===== config.mk =====
export PLATFORM = sky130hd
export DESIGN_NAME = tmr_irq_dma
export DESIGN_NICKNAME = d
export VERILOG_FILES = /design/src/rtl/tmr_irq_dma.sv
export SDC_FILE = /design/constraint.sdc
export NUM_CORES = 1
export LEC_CHECK = 0
export CAP_MARGIN = 20
export CORE_UTILIZATION = 47
export CTS_CLUSTER_SIZE = 40
export DETAILED_ROUTE_END_ITERATION = 10
export PLACE_DENSITY = 0.86
export SLEW_MARGIN = 20
export SYNTH_ARGS = -nofsm -noshare
export SYNTH_HDL_FRONTEND = slang
export SYNTH_SLANG_ARGS = --single-unit

===== constraint.sdc =====
create_clock -name clk -period 2.53 [get_ports clk]
set_input_delay 0.506 -clock clk [delete_from_list [all_inputs] [get_ports clk]]
set_output_delay 0.506 -clock clk [all_outputs]
set_load 0.01 [all_outputs]

===== src/rtl/tmr_irq_dma.sv =====
module tmr_irq_dma #(
  parameter int DW = 8,
  parameter int NSRC = 7
) (
  input  logic          clk,
  input  logic          rst_n,
  input  logic          cfg_we,
  input  logic          cfg_sel,
  input  logic [DW-1:0] cfg_wdata,
  output logic [DW-1:0] cfg_rdata,
  input  logic          ev_cap0,
  input  logic          ev_cap1,
  input  logic          ev_cmp0,
  input  logic          ev_cmp1,
  input  logic          ev_wrap,
  input  logic          eob_cap0,
  input  logic          eob_cmp0,
  input  logic [NSRC-1:0] pend_clr,
  input  logic          swap_en,
  output logic          irq,
  output logic          dma_req_cap0,
  output logic          dma_req_cmp0,
  output logic          dma_src
);
  localparam int B_GIE = DW - 1;
  localparam int B_C0D = DW - 2;
  localparam int B_C0I = DW - 3;
  localparam int B_C1I = DW - 4;
  localparam int B_M0D = DW - 5;
  localparam int B_M0I = DW - 6;
  localparam int B_M1I = DW - 7;
  localparam int B_WRI = DW - 8;

  logic [DW-1:0]   mask_q, mask_d;
  logic [DW-1:0]   ptr_q;
  logic [NSRC-1:0] pend_q, pend_set, pend_en;
  logic            wr_mask, wr_ptr;
  logic            req_cap0_d, req_cmp0_d;

  assign wr_mask = cfg_we && !cfg_sel;
  assign wr_ptr  = cfg_we && cfg_sel;

  always_comb begin
    mask_d = wr_mask ? cfg_wdata : mask_q;
    if (eob_cap0) mask_d[B_C0D] = 1'b0;
    if (eob_cmp0) mask_d[B_M0D] = 1'b0;
  end

  assign req_cap0_d = ev_cap0 && mask_q[B_C0D];
  assign req_cmp0_d = ev_cmp0 && mask_q[B_M0D];

  assign pend_set = {eob_cap0,
                     ev_cap0 && !mask_q[B_C0D],
                     ev_cap1,
                     eob_cmp0,
                     ev_cmp0 && !mask_q[B_M0D],
                     ev_cmp1,
                     ev_wrap};

  assign pend_en = {mask_q[B_C0I], mask_q[B_C0I], mask_q[B_C1I],
                    mask_q[B_M0I], mask_q[B_M0I], mask_q[B_M1I],
                    mask_q[B_WRI]};

  always_ff @(posedge clk) begin
    if (!rst_n) begin
      mask_q       <= '0;
      ptr_q        <= '0;
      pend_q       <= '0;
      dma_req_cap0 <= 1'b0;
      dma_req_cmp0 <= 1'b0;
      dma_src      <= 1'b0;
    end else begin
      mask_q       <= mask_d;
      pend_q       <= (pend_q & ~pend_clr) | pend_set;
      dma_req_cap0 <= req_cap0_d;
      dma_req_cmp0 <= req_cmp0_d;
      if (req_cap0_d)      dma_src <= 1'b0;
      else if (req_cmp0_d) dma_src <= 1'b1;
      if (wr_ptr)                    ptr_q <= {cfg_wdata[DW-1:2], 1'b0, cfg_wdata[0]};
      else if (eob_cmp0 && swap_en)  ptr_q[2] <= ~ptr_q[2];
    end
  end

  assign irq       = mask_q[B_GIE] && |(pend_q & pend_en);
  assign cfg_rdata = cfg_sel ? {ptr_q[DW-1:2], dma_src, ptr_q[0]} : mask_q;
endmodule



# Yosys cells after proc, flatten, opt, wreduce, memory -nomap -nowiden
# Index checks and enable logic that the tools add are counted.
[totals] ff_bits=25 in_bits=27 elab_cells=34
[op_classes] muxes=3 n_bitwise=6 reduce_logical=16
[ops] cell="$and A7 B7 Y7" n=2
[ops] cell="$logic_and A1 B1 Y1" n=8
[ops] cell="$mux W8" n=1
[ops] cell="$not A7 Y7" n=1
[ops] cell="$or A7 B7 Y7" n=1
[ops] cell="$reduce_or A7 Y1" n=1
[ops] cell="$reduce_or A2 Y1" n=3
[ops] cell="$logic_not A1 Y1" n=3
[ops] cell="$mux W1" n=2
[ops] cell="$not A1 Y1" n=2
[ops] cell="$reduce_bool A2 Y1" n=1

# Depth between registers and ports, before layout
# Gate-level depths: netlist of the first run.
[depth] word_depth=3 depth_mapped=5 depth_no_buf=3

# Worst setup path before layout of the first run
# No wires, ideal clock.
[synth_timing] path_kind="input-to-output" start="input cfg_sel" end="output cfg_rdata[4]" t_arrival_ns=1.167 required_time_ns=2.024 setup_slack_ns=0.857 path_stages=3 n_path_buf=2 cell_sequence="buf_6 buf_2 mux2_2"
[synth_via] elab_chain_cells=1
[synth_lines] element="start: declaration" line="8" source="input logic cfg_sel,"
[synth_lines] element="$mux W8" line="85" source="assign cfg_rdata = cfg_sel ? {ptr_q[DW-1:2], dma_src, ptr_q[0]} : mask_q;"
[synth_lines] element="end: declaration" line="10" source="output logic [DW-1:0] cfg_rdata,"
# Every way passes these cells.

# Worst setup path after layout of the first run
[layout_timing] start="input cfg_sel" end="output cfg_rdata[2]"
# The elaborated chain is that of the path after synthesis.

==> results_dict.tcl, run 1 <==
set metrics [dict create \
    swShare_pct 23.5 \
    power.leakage_nw 0.688 \
    synth_top_area_share_pct 46.2 \
    synth-seq-cells 25 \
    setup_viol 0 \
    die_area_sq_mm 0.00250 \
    grt_pass1_vias 903 \
    grt-ovfl-total 0 \
    htreeDepth 1 \
    gp_congestion 0.784 \
    fmax_mhz 408 \
    ys_seq_area_share_pct 46.2 \
    yosys.area.top_type "dfxtp_1" \
    hpwl_microns 1760 \
    status "completed" \
    tritoncts "built" \
    rsz0062_at_grt "false" \
    drv_cap 0 \
    crit_path_max_incr_delay_ps 510 \
    p_int_mw 0.555 \
    end_kind "output port" \
    port_buffers 38 \
    fin_nets 177 \
    layout.cells.non_filler 177 \
    grt_usage_pct 20.5 \
    worst_ep_required_time_ps 2020 \
    slew_headroom_pct 54.8 \
    drive_above_1_share_pct 12.1 \
    die_h_microns 50.0 \
    timing.final.ws_setup_ps 77.4 \
    powerDensity_mw_per_mm2 472 \
    clock_sink_count 25 \
    grt_max_degree 26 \
    place_worst_setup_slack_ps 12.2 \
    cts_root_buffer "clkbuf_4" \
    hold_viol_final 0 \
    placed_area_sq_mm 0.00147 \
    hold_buffers 0 \
    timing.final.crit_share_pct 96.9 \
    synthToLayoutAreaGrowth_pct 41.8 \
    io_pins 39 \
    die_width_microns 50.0 \
    core_sq_mm 0.00219 \
    ys_warn_count 0 \
    syn_area_sq_mm 0.00108 \
    syn-num-nets 136 \
    worstSkewPairLatency_ps 310 \
    ir_drop_mv 0.295 \
    drt_wl_total_microns 2430 \
    final.setup.tns_ps 0 \
    syn_avg_cell_area_sq_um 9.94 \
    clockBufferDepth 2 \
    ys_types 23 \
    whs_ps 476 \
    fin_util_pct 70.1 \
    critical_path_class "in -> out" \
    power.share.clock_pct 23.3 \
    crit_chain "clkdlybuf4s50_1 -> buf_12 -> mux2_2 -> clkdlybuf4s50_1" \
    switchingPower_mw 0.170 \
    num-fill-cells 170 \
    stdcell_area_sq_mm 0.00154 \
    placementRows 17 \
    antenna_found_initial 0 \
    ys_top_cells_by_area "dfxtp_1 46%, mux2i_1 7.4%, mux2_2 7.3%" \
    synthCells 109 \
    arrival_ps 1950 \
    hold_class "reg -> reg" \
    path_max_fanout 10 \
    grt_pass1_wl_microns 3870 \
    vias 927 \
    combinationalPowerShare_pct 18.2 \
    clk_pin_slew_ps 120 \
    start_util_pct 49.5 \
    cts_buffers 3 \
    drt_iter0_markers 24 \
    antenna_cells 0 \
    antenna_left 0 \
    start_kind "input pin" \
    maxSlewViolCount 0 \
    worst_path_max_delay_cell "clkdlybuf4s50_1" \
    route.detailed.drc 0 \
    wire_per_inst_microns 13.7 \
    dr.pass1.iters 4 \
    power_mw 0.726 \
    routed_via_density 5.24 \
    path_common_cell "clkdlybuf4s50_1" \
    tightest_slew_ps 676 \
    placed_cells_incl_taps 170 \
    fin_crit_ps 2450 \
    pwr-share-seq_pct 58.4 \
    finClkSkew_ps 2.42 \
]
registers in the layout, indices dropped and copies added, names as in the netlist:
name and count:
dma_req_cap0 1, dma_req_cmp0 1, dma_src 1, mask_q 8, pend_q 7, ptr_q 7
path summary, 6_finish.rpt:
kind                            startpoint      endpoint  slack (ps)  depth (start not counted)
worst max-delay path               cfg_sel  cfg_rdata[2]          80                          4
worst min-delay path              ptr_q[0]      ptr_q[0]         480                          2
worst min register to register    ptr_q[0]      ptr_q[0]         480                          2
worst max register to register   mask_q[6]     mask_q[6]        1750                          2
synth_stat cells, drive strengths merged:
| library cell | n |
|---|---|
| a21boi | 6 |
| a21oi | 2 |
| a222oi | 1 |
| a31oi | 1 |
| and2 | 2 |
| and3 | 2 |
| buf | 5 |
| clkbuf | 1 |
| dfxtp | 25 |
| inv | 5 |
| mux2 | 7 |
| mux2i | 8 |
| nand2 | 11 |
| nand3 | 6 |
| nor2 | 1 |
| nor2b | 12 |
| nor3b | 2 |
| o21a | 5 |
| o21ai | 4 |
| o22ai | 2 |
| xor2 | 1 |
routing by layer:
metal	track usage (%)	vias up	wire length, microns
met2	38.4	24	1320
met1	22.4	444	975
li1	-	455	-
met4	10.5	0	51
met5	0	-	0
met3	1.85	4	79
final cells by class:
class | instances | area, sq um | area share [%]
clock buffer | 3 | 22.5 | 1.47
sequential | 25 | 500 | 32.6
clock inverter | 1 | 5.00 | 0.326
timing repair buffer | 42 | 438 | 28.5
inverter | 5 | 18.8 | 1.22
multi-input combinational | 73 | 517 | 33.6
tap | 28 | 35.0 | 2.28
worst max-delay path: cells and delay by family:
kind	cells	cell delay [ps]
mux	1	320
buf+inv	3	1110
kinds of logic (layout without fill, tap and decap cells):
kind of cell | Yosys count | count (layout) | synth area share, %
AO/OA/AOI/OAI | 21 | 21 | 13.0
XOR/XNOR | 1 | 1 | 0.808
buffers and inverters | 11 | 51 | 6.12
flip-flops | 25 | 25 | 46.2
multiplexers | 15 | 15 | 14.7
AND/OR/NAND/NOR | 36 | 36 | 19.2
power groups by stage:
stage	sequential (mW)	clock, mW	combinational, mW
floorplan	0.429	0	0.0632
global placement	0.432	0	0.126
detailed placement	0.432	0	0.130
CTS	0.424	0.175	0.130
global route	0.427	0.195	0.142
finish	0.424	0.169	0.132
repair_timing:
item / CTS / global route
endpoints found under the hold margin: 0 / 0
gates resized for setup: 0 / 6
setup endpoints to repair: 0 / 7
buffers inserted: 0 / 3
layout by cell type (no fill, tap or decap), drive strengths merged:
| cell type | count |
|---|---|
| mux2i | 8 |
| nor3b | 2 |
| buf | 4 |
| clkbuf | 3 |
| clkdlybuf4s50 | 32 |
| and2 | 2 |
| dlymetal6s2s | 6 |
| xor2 | 1 |
| nand2 | 11 |
| a21oi | 2 |
| a222oi | 1 |
| dfxtp | 25 |
| clkinv | 1 |
| inv | 5 |
| a21boi | 6 |
| o22ai | 2 |
| nor2 | 1 |
| nand3 | 6 |
| nor2b | 12 |
| o21ai | 4 |
| and3 | 2 |
| a31oi | 1 |
| o21a | 5 |
| mux2 | 7 |
Note: power is estimated with default switching activity, not from simulation.
==> inputs of run 2 (changes only) <==
HOLD_SLACK_MARGIN = 0.06   (was not set)
==> results of run 2 <==
The final DEF is identical to that of run 1; final timing and power are the same.
